## src/rtl/tick64_pkg.sv

```systemverilog
package tick64_pkg;

    // Prescaler half-period phases
    typedef enum logic {
        PH_FIRST  = 1'b0,
        PH_SECOND = 1'b1
    } phase_e;

    // Decoded write strobes for the single-instance registers
    typedef struct packed {
        logic cnt_lo;
        logic cnt_hi;
        logic sts;
        logic ien;
        logic wden;
        logic div;
        logic snap;
    } wr_strobe_t;

endpackage

```

## src/rtl/tick64_prescaler.sv

```systemverilog
module tick64_prescaler
    import tick64_pkg::*;
#(
    parameter int unsigned DIV_W = 32
) (
    input  logic             clk,
    input  logic             rst_n,
    input  logic             restart,
    input  logic [DIV_W-1:0] div_val,
    output logic             tick
);

    phase_e           ph_q, ph_d;
    logic [DIV_W-1:0] cnt_q;
    logic             at_end;

    assign at_end = (cnt_q == div_val);

    // next-state logic
    always_comb begin
        ph_d = ph_q;
        unique case (ph_q)
            PH_FIRST:  if (at_end) ph_d = PH_SECOND;
            PH_SECOND: if (at_end) ph_d = PH_FIRST;
            default:   ph_d = PH_FIRST;
        endcase
        if (restart) ph_d = PH_FIRST;
    end

    // state register
    always_ff @(posedge clk or negedge rst_n) begin
        if (!rst_n) ph_q <= PH_FIRST;
        else        ph_q <= ph_d;
    end

    // clocks within the current half
    always_ff @(posedge clk or negedge rst_n) begin
        if (!rst_n)                 cnt_q <= '0;
        else if (restart || at_end) cnt_q <= '0;
        else                        cnt_q <= cnt_q + 1'b1;
    end

    // outputs
    always_comb begin
        tick = 1'b0;
        unique case (ph_q)
            PH_SECOND: tick = at_end & ~restart;
            default:   tick = 1'b0;
        endcase
    end

endmodule

```

## src/rtl/tick64_counter.sv

```systemverilog
module tick64_counter #(
    parameter int unsigned CNT_W = 64
) (
    input  logic              clk,
    input  logic              rst_n,
    input  logic              inc,
    input  logic              wr_lo,
    input  logic              wr_hi,
    input  logic [CNT_W/2-1:0] wdata,
    input  logic              snap_req,
    output logic [CNT_W-1:0]  cnt,
    output logic [CNT_W-1:0]  snap
);

    localparam int unsigned HALF_W = CNT_W / 2;

    logic [CNT_W-1:0] cnt_q;
    logic [CNT_W-1:0] snap_q;

    always_ff @(posedge clk or negedge rst_n) begin
        if (!rst_n) begin
            cnt_q <= '0;
        end else if (wr_lo || wr_hi) begin
            if (wr_lo) cnt_q[HALF_W-1:0]     <= wdata;
            if (wr_hi) cnt_q[CNT_W-1:HALF_W] <= wdata;
        end else if (inc) begin
            cnt_q <= cnt_q + 1'b1;
        end
    end

    always_ff @(posedge clk or negedge rst_n) begin
        if (!rst_n)        snap_q <= '0;
        else if (snap_req) snap_q <= cnt_q;
    end

    assign cnt  = cnt_q;
    assign snap = snap_q;

endmodule

```

## src/rtl/tick64_cmp_bank.sv

```systemverilog
module tick64_cmp_bank #(
    parameter int unsigned NCH     = 6,
    parameter int unsigned W       = 32,
    parameter int unsigned WDOG_CH = 5
) (
    input  logic                  clk,
    input  logic                  rst_n,
    input  logic                  inc,
    input  logic [W-1:0]          cnt_lo,
    input  logic [NCH-1:0]        cmp_wr,
    input  logic [W-1:0]          wdata,
    input  logic                  sts_wr,
    input  logic                  ien_wr,
    input  logic                  wden_wr,
    output logic [NCH-1:0][W-1:0] cmp,
    output logic [NCH-1:0]        sts,
    output logic [NCH-1:0]        ien,
    output logic                  wden,
    output logic                  irq,
    output logic                  wdog
);

    logic [NCH-1:0][W-1:0] cmp_q;
    logic [NCH-1:0]        sts_q;
    logic [NCH-1:0]        hit;
    logic [NCH-1:0]        ien_q;
    logic                  wden_q;
    logic                  wdog_q;
    logic [W-1:0]          nxt_lo;

    assign nxt_lo = cnt_lo + 1'b1;

    for (genvar g = 0; g < NCH; g++) begin : g_chan
        assign hit[g] = inc && (nxt_lo == cmp_q[g]);

        always_ff @(posedge clk or negedge rst_n) begin
            if (!rst_n)        cmp_q[g] <= '0;
            else if (cmp_wr[g]) cmp_q[g] <= wdata;
        end

        // set has priority over the write-one clear
        always_ff @(posedge clk or negedge rst_n) begin
            if (!rst_n)                 sts_q[g] <= 1'b0;
            else if (hit[g])            sts_q[g] <= 1'b1;
            else if (sts_wr && wdata[g]) sts_q[g] <= 1'b0;
        end
    end

    always_ff @(posedge clk or negedge rst_n) begin
        if (!rst_n) begin
            ien_q  <= '0;
            wden_q <= 1'b0;
            wdog_q <= 1'b0;
        end else begin
            if (ien_wr)  ien_q  <= wdata[NCH-1:0];
            if (wden_wr) wden_q <= wdata[0];
            wdog_q <= hit[WDOG_CH] & wden_q;
        end
    end

    assign cmp  = cmp_q;
    assign sts  = sts_q;
    assign ien  = ien_q;
    assign wden = wden_q;
    assign irq  = |(sts_q & ien_q);
    assign wdog = wdog_q;

endmodule

```

## src/rtl/tick64_timer.sv

```systemverilog
module tick64_timer
    import tick64_pkg::*;
#(
    parameter int unsigned DATA_W  = 32,
    parameter int unsigned NCH     = 6,
    parameter int unsigned WDOG_CH = NCH - 1,
    parameter int unsigned ADDR_W  = 6
) (
    input  logic              clk,
    input  logic              rst_n,
    input  logic [ADDR_W-1:0] bus_addr,
    input  logic              bus_we,
    input  logic [DATA_W-1:0] bus_wdata,
    output logic [DATA_W-1:0] bus_rdata,
    output logic              irq_o,
    output logic              wdog_rst_o
);

    localparam int unsigned CNT_W   = 2 * DATA_W;
    localparam int unsigned IDX_W   = ADDR_W - 2;
    localparam int unsigned CMP_B_I = 2;
    localparam logic [IDX_W-1:0] IX_CNT_LO = IDX_W'(0);
    localparam logic [IDX_W-1:0] IX_CNT_HI = IDX_W'(1);
    localparam logic [IDX_W-1:0] IX_STS    = IDX_W'(CMP_B_I + NCH);
    localparam logic [IDX_W-1:0] IX_IEN    = IDX_W'(CMP_B_I + NCH + 1);
    localparam logic [IDX_W-1:0] IX_WDEN   = IDX_W'(CMP_B_I + NCH + 2);
    localparam logic [IDX_W-1:0] IX_DIV    = IDX_W'(CMP_B_I + NCH + 3);
    localparam logic [IDX_W-1:0] IX_SNAP   = IDX_W'(CMP_B_I + NCH + 4);
    localparam logic [IDX_W-1:0] IX_SNP_LO = IDX_W'(CMP_B_I + NCH + 5);
    localparam logic [IDX_W-1:0] IX_SNP_HI = IDX_W'(CMP_B_I + NCH + 6);

    logic [IDX_W-1:0]           idx;
    logic                       unused_addr_lsb;
    wr_strobe_t                 wr;
    logic [NCH-1:0]             cmp_wr;
    logic [DATA_W-1:0]          div_q;
    logic                       tick;
    logic                       cnt_wr;
    logic                       inc;
    logic                       snap_req;
    logic [CNT_W-1:0]           cnt_q;
    logic [CNT_W-1:0]           snap_q;
    logic [NCH-1:0][DATA_W-1:0] cmp_q;
    logic [NCH-1:0]             sts_q;
    logic [NCH-1:0]             ien_q;
    logic                       wden_q;

    assign idx             = bus_addr[ADDR_W-1:2];
    assign unused_addr_lsb = ^bus_addr[1:0];

    // write decode
    always_comb begin
        wr.cnt_lo = bus_we && (idx == IX_CNT_LO);
        wr.cnt_hi = bus_we && (idx == IX_CNT_HI);
        wr.sts    = bus_we && (idx == IX_STS);
        wr.ien    = bus_we && (idx == IX_IEN);
        wr.wden   = bus_we && (idx == IX_WDEN);
        wr.div    = bus_we && (idx == IX_DIV);
        wr.snap   = bus_we && (idx == IX_SNAP);
    end

    for (genvar g = 0; g < NCH; g++) begin : g_cmp_dec
        assign cmp_wr[g] = bus_we && (idx == IDX_W'(CMP_B_I + g));
    end

    always_ff @(posedge clk or negedge rst_n) begin
        if (!rst_n)      div_q <= '0;
        else if (wr.div) div_q <= bus_wdata;
    end

    assign cnt_wr   = wr.cnt_lo | wr.cnt_hi;
    assign inc      = tick & ~cnt_wr & ~wr.div;
    assign snap_req = wr.snap & bus_wdata[0];

    tick64_prescaler #(
        .DIV_W (DATA_W)
    ) u_presc (
        .clk     (clk),
        .rst_n   (rst_n),
        .restart (wr.div),
        .div_val (div_q),
        .tick    (tick)
    );

    tick64_counter #(
        .CNT_W (CNT_W)
    ) u_cnt (
        .clk      (clk),
        .rst_n    (rst_n),
        .inc      (inc),
        .wr_lo    (wr.cnt_lo),
        .wr_hi    (wr.cnt_hi),
        .wdata    (bus_wdata),
        .snap_req (snap_req),
        .cnt      (cnt_q),
        .snap     (snap_q)
    );

    tick64_cmp_bank #(
        .NCH     (NCH),
        .W       (DATA_W),
        .WDOG_CH (WDOG_CH)
    ) u_cmp (
        .clk     (clk),
        .rst_n   (rst_n),
        .inc     (inc),
        .cnt_lo  (cnt_q[DATA_W-1:0]),
        .cmp_wr  (cmp_wr),
        .wdata   (bus_wdata),
        .sts_wr  (wr.sts),
        .ien_wr  (wr.ien),
        .wden_wr (wr.wden),
        .cmp     (cmp_q),
        .sts     (sts_q),
        .ien     (ien_q),
        .wden    (wden_q),
        .irq     (irq_o),
        .wdog    (wdog_rst_o)
    );

    // read mux
    always_comb begin
        bus_rdata = '0;
        unique case (idx)
            IX_CNT_LO: bus_rdata = cnt_q[DATA_W-1:0];
            IX_CNT_HI: bus_rdata = cnt_q[CNT_W-1:DATA_W];
            IX_STS:    bus_rdata = {{(DATA_W-NCH){1'b0}}, sts_q};
            IX_IEN:    bus_rdata = {{(DATA_W-NCH){1'b0}}, ien_q};
            IX_WDEN:   bus_rdata = {{(DATA_W-1){1'b0}}, wden_q};
            IX_DIV:    bus_rdata = div_q;
            IX_SNP_LO: bus_rdata = snap_q[DATA_W-1:0];
            IX_SNP_HI: bus_rdata = snap_q[CNT_W-1:DATA_W];
            default:   bus_rdata = '0;
        endcase
        for (int i = 0; i < NCH; i++) begin
            if (idx == IDX_W'(CMP_B_I + i)) bus_rdata = cmp_q[i];
        end
    end

endmodule

```

## config.mk

```make
export PLATFORM = sky130hd
export DESIGN_NAME = tick64_timer
export DESIGN_NICKNAME = d
export VERILOG_FILES = /design/src/rtl/tick64_pkg.sv /design/src/rtl/tick64_prescaler.sv /design/src/rtl/tick64_counter.sv /design/src/rtl/tick64_cmp_bank.sv /design/src/rtl/tick64_timer.sv
export SDC_FILE = /design/constraint.sdc
export NUM_CORES = 1
export LEC_CHECK = 0
export ABC_CLOCK_PERIOD_IN_PS = 3010
export CAP_MARGIN = 20
export CELL_PAD_IN_SITES_DETAIL_PLACEMENT = 1
export CELL_PAD_IN_SITES_GLOBAL_PLACEMENT = 1
export CORE_AREA = 5 5 288 290
export DETAILED_ROUTE_END_ITERATION = 10
export DIE_AREA = 0 0 293 295
export PLACE_DENSITY = 0.52
export SLEW_MARGIN = 10
export SYNTH_ARGS = -nofsm -noshare
export SYNTH_HDL_FRONTEND = slang
export SYNTH_SLANG_ARGS = --single-unit
```

## constraint.sdc

```tcl
create_clock -name clk -period 3.01 [get_ports clk]
set_input_delay 0.602 -clock clk [delete_from_list [all_inputs] [get_ports clk]]
set_output_delay 0.602 -clock clk [all_outputs]
set_load 0.05 [all_outputs]
```

**Yosys cells after proc, flatten, opt, wreduce, memory -nomap -nowiden**

Index checks and enable logic that the tools add are counted.
W data, S select, Z words.

- Output and inout bits: 34
- Input port bits: 41
- Bits in writable memories: 0
- Bits in registers: 399
- Memory bits (read-only): 0
- Latch bits: 0
- Memories: 0

- Magnitude comparators: 0
- Shift-type cells: 0
- Div/mod/pow operators: 0
- Equal/unequal tests: 23
- Reduce and logical (&&, ||, !) cells: 38
- Bitwise operators: 10
- Multipliers: 0
- Add/sub/neg operators: 3
- Muxes and demuxes: 29

Operator list:

| kind | number |
|---|---|
| $mux W32 | 9 |
| $pmux W32 S8 | 1 |
| $eq A32 B32 Y1 | 7 |
| $mux W64 | 2 |
| $add A32 B1 Y32 const B | 2 |
| $add A64 B1 Y64 const B | 1 |
| $eq A4 B4 Y1 const B | 7 |
| $logic_and A1 B1 Y1 | 25 |
| $eq A4 B3 Y1 const B | 4 |
| $mux W1 | 16 |
| $reduce_bool A2 Y1 | 7 |
| $eq A4 B2 Y1 const B | 2 |
| $and A6 B6 Y6 | 1 |
| $reduce_or A6 Y1 | 1 |
| $and A1 B1 Y1 | 5 |
| $eq A4 B1 Y1 const B | 1 |
| $logic_not A4 Y1 | 1 |
| $ne A2 B1 Y1 const B | 2 |
| $reduce_and A2 Y1 | 2 |
| $not A1 Y1 | 3 |
| $logic_or A1 B1 Y1 | 2 |
| $pmux W1 S2 | 1 |
| $or A1 B1 Y1 | 1 |

**Depth between registers and ports, before layout**

Gate-level depths: netlist of run 1.

- Depth after elaboration: 9
- Mapped depth: 12

**Modules after synthesis**

Synthesis of run 1 repeated with hierarchy kept, for this count alone.

- Cell total of the unflattened synthesis: 2648
- Area total of the unflattened synthesis: 25894.8 µm²

By module, submodules not included:

| module | cells each | area an instance (µm²) | times used |
|---|---|---|---|
| tick64_cmp_bank | 1177 | 12563.3 | 1 |
| tick64_counter | 635 | 6493.7 | 1 |
| tick64_timer | 628 | 4875.9 | 1 |
| tick64_prescaler | 208 | 1961.9 | 1 |

**Least setup slack after synthesis of run 1**

OpenSTA, ideal clock, no wires.

- Path type: input-to-output
- Start point: in bus_addr[5]
- End point: out bus_rdata[1]
- Cell stages on the path: 9
- Data arrival time: 2.838 ns
- Required time: 2.408 ns
- Path slack: -0.430 ns
- Path through: or2_2 clkbuf_1 nor2_1 clkbuf_1 a22o_1 a221oi_1 nand2_1 o22ai_1 a31oi_1

- Cells in the longest elaborated chain, start to end: 8
- Elaborated cells between the ends (all ways): 21
- Classes of those cells: eq/ne: 13; mux: 7; reduce/logical: 1

Ends and longest elaborated chain:

| element | RTL line | RTL |
|---|---|---|
| start: declaration | tick64_timer.sv:11 | `input logic [ADDR_W-1:0] bus_addr,` |
| $eq A4 B4 Y1, or another cell as far along | tick64_timer.sv:124 | `unique case (idx)` |
| $pmux W32 S8 | tick64_timer.sv:124 |  |
| $mux W32 (5 in a row) | tick64_timer.sv:136 | `if (idx == IDX_W'(CMP_B_I + i)) bus_rdata = cmp_q[i];` |
| $mux W32 * | tick64_timer.sv:136 |  |
| end: declaration | tick64_timer.sv:14 | `output logic [DATA_W-1:0] bus_rdata,` |

Mark *: on every way between the ends. The rest lies on a longest branch, timed or not.

**Worst setup path after layout of run 1**

- Start point: in bus_addr[4]
- End point: out bus_rdata[1]

The elaborated chain is that of the path after synthesis.

==> impl_metrics.tcl, run 1 <==
set metrics [dict create \
    run_status "complete, but fails checks" \
    failing_checks "negative setup slack" \
    grt_first_pass_wirelength_um 182000 \
    synth_top_cells_by_area "sky130_fd_sc_hd__dfrtp_1 (42%), sky130_fd_sc_hd__mux2_2 (12%), sky130_fd_sc_hd__xnor2_1 (6.3%), sky130_fd_sc_hd__xor2_1 (3.1%), sky130_fd_sc_hd__nor2_1 (3.0%)" \
    critPathSlowestCell "sky130_fd_sc_hd__a222oi_1" \
    register_area_share_after_synthesis_pct 42.1 \
    postRouteWirelength_um 130000 \
    post_drt_wl_per_cell_um 32.1 \
    ys_seq_elements 399 \
    timing.final.setup_violations 38 \
    rows 104 \
    worstPathCellList "buf_8, or2_4, buf_6, nor2_4, buf_12, buf_16, buf_8, a222oi_1, nand2_1, o22ai_2, buf_4, a31oi_4, buf_6" \
    worst-r2r-setup-slack_ps -180 \
    ctsHtreeMaxLevel 2 \
    route.detailed.drc 0 \
    cp_max_fo 5 \
    drt_pass1_iterations 6 \
    post-dp-hpwl_um 97400 \
    clock_insertion_delay_worst_skew_ps 630 \
    initial_core_util_pct 29.6 \
    criticalPathCategory "in2out" \
    syn_area_sq_um 23700 \
    area_delta_synth_final_pct 45.9 \
    fp.dieArea_sq_um 86400 \
    syn_area_per_cell_sq_um 9.71 \
    fillerInstances 8746 \
    num-nets-final 2993 \
    power_density_nw_per_um2 609 \
    grt-ovfl-total 0 \
    irDropWorstVdd_mv 0.454 \
    cts_tree "built" \
    coreArea_sq_um 80000 \
    synth_most_common_cell "sky130_fd_sc_hd__dfrtp_1" \
    drive_gt1_share_pct 43.0 \
    yosys.cell_types.count 81 \
    regToRegEndpoint "u_cmp.wdog$_DFF_PN0_" \
    clock_path_buffers 3 \
    synth_ff_type "sky130_fd_sc_hd__dfrtp_1" \
    timing.critical_path.from_type "input port" \
    antenna_found_initial 6 \
    timing_hold_violations_final 0 \
    route.vias.total 23400 \
    p_leak_nw 14.3 \
    synth.cells.most_frequent "sky130_fd_sc_hd__dfrtp_1 (399), sky130_fd_sc_hd__mux2_2 (262), sky130_fd_sc_hd__nor2_1 (191)" \
    worst_ep_required_time_ps 2410 \
    die_x_um 293 \
    dp_cells 3880 \
    setup-tns-final_ps -4210 \
    max-slew-margin-rel_pct 41.8 \
    holdWs_ps 493 \
    maxClockFrequency_mhz 308 \
    cts.root.buffer_cell "sky130_fd_sc_hd__clkbuf_16" \
    timing.hold.worst.class "in2async" \
    drt-vias-per-instance 5.77 \
    seqCellArea_sq_um 9990 \
    slew_viol_final 0 \
    number_of_buffers_inserted_during_clock_tree_synthesis 52 \
    grt_setup_unrepaired "true" \
    setup_ws_ps -232 \
    synth_top_area_share_pct 42.1 \
    synth-edff-count 0 \
    multiInputGateArea_sq_um 14800 \
    async_reset_ff_share_pct 100 \
    largest_net_degree_at_the_start_of_global_routing 91 \
    totalPowerFinal_mw 21.0 \
    maxCapViolations 0 \
    critical_path.reg2reg.startpoint "u_cnt.cnt[11]$_DFFE_PN0P_" \
    dpl-instance-area_sq_um 29700 \
    cell_type_with_the_largest_total_area_after_synthesis "sky130_fd_sc_hd__dfrtp_1" \
    clk_transition_reported_paths_ps 60 \
    layout.core_utilization_pct 43.2 \
    crit_arrival_ps 2640 \
    fp.dieH_um 295 \
    grt_pass1_vias 24400 \
    io_buffer_count 72 \
    final_period_minus_worst_setup_slack_ps 3240 \
    worst-r2r-cell-count 12 \
    fin_skew_ps 19.9 \
    min_period_over_period_pct 108 \
    worst_margin_pin_slew_ps 870 \
    gp_congestion 0.977 \
    num_io_pins 75 \
    crit_path_max_incr_delay_ps 470 \
    postSynthCellCount 2440 \
    layout.cell_area.non_filler_sq_um 34600 \
    drt_first_iter_violations 1851 \
    final_cells 4052 \
    globalRouteTotalUtil_pct 29.0 \
    yosys_warnings 0 \
    post-place-ws_ps -799 \
    synthesis.nets 2483 \
    drt.antenna.violating_nets 0 \
    tritoncts_num_sinks 399 \
    cp-end-kind "output pin" \
]
worst max-delay path by stage:
stage / from / end / slack, ps / cells past startpoint
finish: bus_addr[4] / bus_rdata[1] / -230 / 13
global route: u_cnt.cnt[7]$_DFFE_PN0P_ / bus_rdata[7] / -230 / 10
CTS: u_cnt.cnt[7]$_DFFE_PN0P_ / bus_rdata[7] / -190 / 10
detailed placement: u_cnt.cnt[0]$_DFFE_PN0P_ / u_cmp.wdog$_DFF_PN0_ / -800 / 12
global placement: u_cnt.cnt[0]$_DFFE_PN0P_ / u_cmp.wdog$_DFF_PN0_ / -750 / 12
floorplan: bus_addr[5] / bus_rdata[28] / -20 / 9
critical path, delay by kind of cell:
family,cells,cell delay [ps]
buf+inv,7,930
simple gates,3,380
compound gates,3,720
flip-flops by register name, summed over array words and instances, names as in the netlist:
name and flops:
u_cmp.cmp 192, u_cnt.cnt 64, u_cnt.snap 64, div_q 32
u_presc.cnt_q 32, u_cmp.ien 6, u_cmp.sts 6, u_cmp.wden 1
u_cmp.wdog 1, u_presc.ph_q 1
kinds of logic after synthesis:
family	after synthesis	share of synthesized area, %
xor+xnor	258	9.74
compound gates	590	16.8
mux	270	12.8
simple gates	692	14.6
flops	399	42.1
fa+ha+maj	3	0.148
buf+inv	228	3.84
where the power goes:
part / total [mW] / switching, mW / internal, mW
logic: 6.55 / 3.50 / 3.05
clock network: 6.69 / 2.67 / 4.01
registers: 7.80 / 1.48 / 6.32
total: 21.0 / 7.65 / 13.4
routing by layer:
metal / part of all wire [%] / GRT usage [%] / wire (um)
met3: 7.5 / 6.66 / 9720
met5: 0.022 / 0 / 28
met4: 3.6 / 9.11 / 4700
met2: 45 / 45.7 / 58900
met1: 44 / 39.8 / 56600
cells in the final DEF, fill, tap and decap left out, drive strengths merged, types with 72 or more instances in the layout:
| cell | instances |
|---|---|
| nand3 | 72 |
| buf | 615 |
| xor2 | 83 |
| xnor2 | 172 |
| a21oi | 122 |
| a22oi | 93 |
| dfrtp | 399 |
| nand2 | 164 |
| mux2 | 262 |
| o21ai | 115 |
| nor2 | 193 |
| clkbuf | 83 |
cell type report:
cell class / count / area share, %
inverter: 28 / 0.308
timing repair buffer: 656 / 18.9
multi-input combinational: 1813 / 42.8
sequential: 399 / 28.9
clock buffer: 78 / 4.51
clock inverter: 17 / 0.728
antenna: 1 / 0.00724
tap: 1060 / 3.84
repair_timing:
item | in CTS | in global routing
gates resized for setup | 338 | 153
pin swaps | 119 | 78
endpoints found under the hold margin | 35 | 0
hold buffers | 1 | 0
cloned | 8 | 6
setup endpoints to repair | 60 | 57
setup buffers | 52 | 30
Power figures use the tool's default switching activity.
==> inputs of run 2 (changes only) <==
- ABC_CLOCK_PERIOD_IN_PS: 3010 -> 3800
- CTS_BUF_LIST: unset -> sky130_fd_sc_hd__clkbuf_4 sky130_fd_sc_hd__clkbuf_8
- PLACE_DENSITY: 0.52 -> 0.5
- clock period: 3.01 -> 3.8 ns (I/O delays scaled with it)
==> run 2 against run 1 <==
Against the previous run:
- the run now ends clean
- power down 26%
- register-to-register slack better by 210 ps
- setup slack better by 270 ps
- clock power down 23%
- final area down 13%
- critical path type is now reg2reg
- highest routed layer unchanged
==> impl_metrics.tcl, run 2 (synthesized netlist as in run 1, its figures left out) <==
set metrics [dict create \
    criticalPathCategory "reg2reg" \
    initial_core_util_pct 29.6 \
    clock_path_buffers 3 \
    largest_register_ff_count 192 \
    slew_viol_final 0 \
    grt_first_pass_wirelength_um 167000 \
    worst_ep_required_time_ps 4460 \
    final_cell_mix "sky130_fd_sc_hd__dfrtp_1 (399), sky130_fd_sc_hd__buf_4 (288), sky130_fd_sc_hd__mux2_2 (262), sky130_fd_sc_hd__nor2_1 (184), sky130_fd_sc_hd__xnor2_1 (171)" \
    postRouteWirelength_um 116000 \
    ctsHtreeMaxLevel 3 \
    timing_hold_violations_final 0 \
    drive_gt1_share_pct 30.2 \
    tritoncts_num_sinks 399 \
    cts_tree "built" \
    drt_first_iter_violations 1757 \
    irDropWorstVdd_mv 0.294 \
    globalRouteTotalUtil_pct 26.3 \
    timing.final.setup_violations 0 \
    switching_share_pct 36.0 \
    p_leak_nw 12.3 \
    grt-ovfl-total 0 \
    final_period_minus_worst_setup_slack_ps 3770 \
    seqCellArea_sq_um 9980 \
    grt_setup_unrepaired "false" \
    io_buffer_count 72 \
    drt-vias-per-instance 5.73 \
    route.vias.total 22000 \
    setup_ws_ps 34.9 \
    clk_transition_reported_paths_ps 70 \
    power.clock.fraction_pct 33.1 \
    power_density_nw_per_um2 516 \
    p_int_mw 9.94 \
    min_period_over_period_pct 99.1 \
    rows 104 \
    timing.hold.worst.class "in2async" \
    post_drt_wl_per_cell_um 30.2 \
    cts_hold_buffers 0 \
    run_status "finished, final reports clean" \
    num_io_pins 75 \
    cts.root.buffer_cell "sky130_fd_sc_hd__clkbuf_8" \
    coreArea_sq_um 80000 \
    switchingPower_mw 5.60 \
    crit_arrival_ps 4420 \
    fin_skew_ps 48.0 \
    layout.cells.most_common "sky130_fd_sc_hd__dfrtp_1" \
    post-dp-hpwl_um 89900 \
    max-slew-margin-rel_pct 32.8 \
    number_of_buffers_inserted_during_clock_tree_synthesis 80 \
    maxClockFrequency_mhz 266 \
    layout.cell_area.non_filler_sq_um 30100 \
    maxCapViolations 0 \
    cp-end-kind "flop" \
    die_x_um 293 \
    post-place-ws_ps -295 \
    layout.core_utilization_pct 37.6 \
    num-nets-final 2752 \
    gp_congestion 0.964 \
    largest_net_degree_at_the_start_of_global_routing 95 \
    comb_power_share_pct 27.7 \
    antenna_found_initial 6 \
    area_delta_synth_final_pct 27.0 \
    route.detailed.drc 0 \
    drt_pass1_iterations 6 \
    fp.dieH_um 295 \
    timing.critical_path.from_type "flop" \
    fp.dieArea_sq_um 86400 \
    drt.antenna.violating_nets 0 \
    worst-r2r-setup-slack_ps 30 \
    share_seq_of_total_power_pct 39.2 \
    multiInputGateArea_sq_um 13100 \
    grt_pass1_vias 22700 \
    worst_margin_pin_slew_ps 995 \
    clock_insertion_delay_worst_skew_ps 710 \
    cp_max_fo 16 \
    fillerInstances 8882 \
    dpl-instance-area_sq_um 27900 \
]
[run 2: power groups by stage]
stage	Combinational (mW)	Sequential [mW]	Clock, mW
after global placement	4.19	6.10	0
after global routing	4.54	6.19	5.45
after floorplan	2.47	5.67	0
after CTS	4.30	6.08	5.28
final	4.30	6.09	5.14
after detailed placement	4.26	6.14	0
[run 2: layer usage]
layer  share of wire (%)  GRT usage (%)
met3                 5.3           3.36
met1                  46           37.7
met2                  45           41.6
met5               0.011              0
met4                 3.2           8.47
[run 2: final cells by class]
class	count	share of cell area, %
flip-flops and latches	399	33.2
well taps	1060	4.41
diodes	3	0.0250
clock inverters	21	0.853
repair buffers	387	12.4
inverters	28	0.349
clock buffers	126	5.29
multi-input cells	1813	43.5
[run 2: per-stage QoR]
stage               instances  hold WS, ps  setup TNS, ps  total power [mW]
finish                   3837          122              0              15.5
global route             3835          147              0              16.2
CTS                      3834          106              0              15.7
detailed placement       3682          497          -5060              10.4
global placement         3682          488          -4140              10.3
floorplan                2440          464              0              8.14
[run 2: final timing paths]
| path | start | to | cells past startpoint |
|---|---|---|---|
| hold / removal | rst_n | u_cmp.cmp[164]$_DFFE_PN0P_ | 1 |
| setup / recovery | u_cnt.cnt[10]$_DFFE_PN0P_ | u_cmp.sts[2]$_DFFE_PN0P_ | 12 |
| setup reg to reg | u_cnt.cnt[10]$_DFFE_PN0P_ | u_cmp.sts[2]$_DFFE_PN0P_ | 12 |
| max in group asynchronous | rst_n | u_cnt.snap[32]$_DFFE_PN0P_ | 2 |
| hold reg to reg | u_cnt.snap[47]$_DFFE_PN0P_ | u_cnt.snap[47]$_DFFE_PN0P_ | 1 |
| min in group clk | u_cnt.snap[47]$_DFFE_PN0P_ | u_cnt.snap[47]$_DFFE_PN0P_ | 1 |
[run 2: timing repair]
item	4_1_cts	5_1_grt
buffers inserted	3	0
hold endpoints to repair	0	0
resized for setup	39	16
setup endpoints to repair	34	14
gates cloned	2	0
pin swaps	14	5
[run 2: worst max-delay path, cell delays in order (launching register included)]
cell                      delay [ps]
sky130_fd_sc_hd__dfrtp_1         340
sky130_fd_sc_hd__buf_4           270
sky130_fd_sc_hd__nand3_1         410
sky130_fd_sc_hd__nor4b_2         450
sky130_fd_sc_hd__buf_4           210
sky130_fd_sc_hd__xnor2_1         350
sky130_fd_sc_hd__xor2_1          300
sky130_fd_sc_hd__o21ai_0         220
sky130_fd_sc_hd__nor4_1          400
sky130_fd_sc_hd__buf_4           170
sky130_fd_sc_hd__nand4_1         140
sky130_fd_sc_hd__o31ai_1         280
sky130_fd_sc_hd__buf_4           170
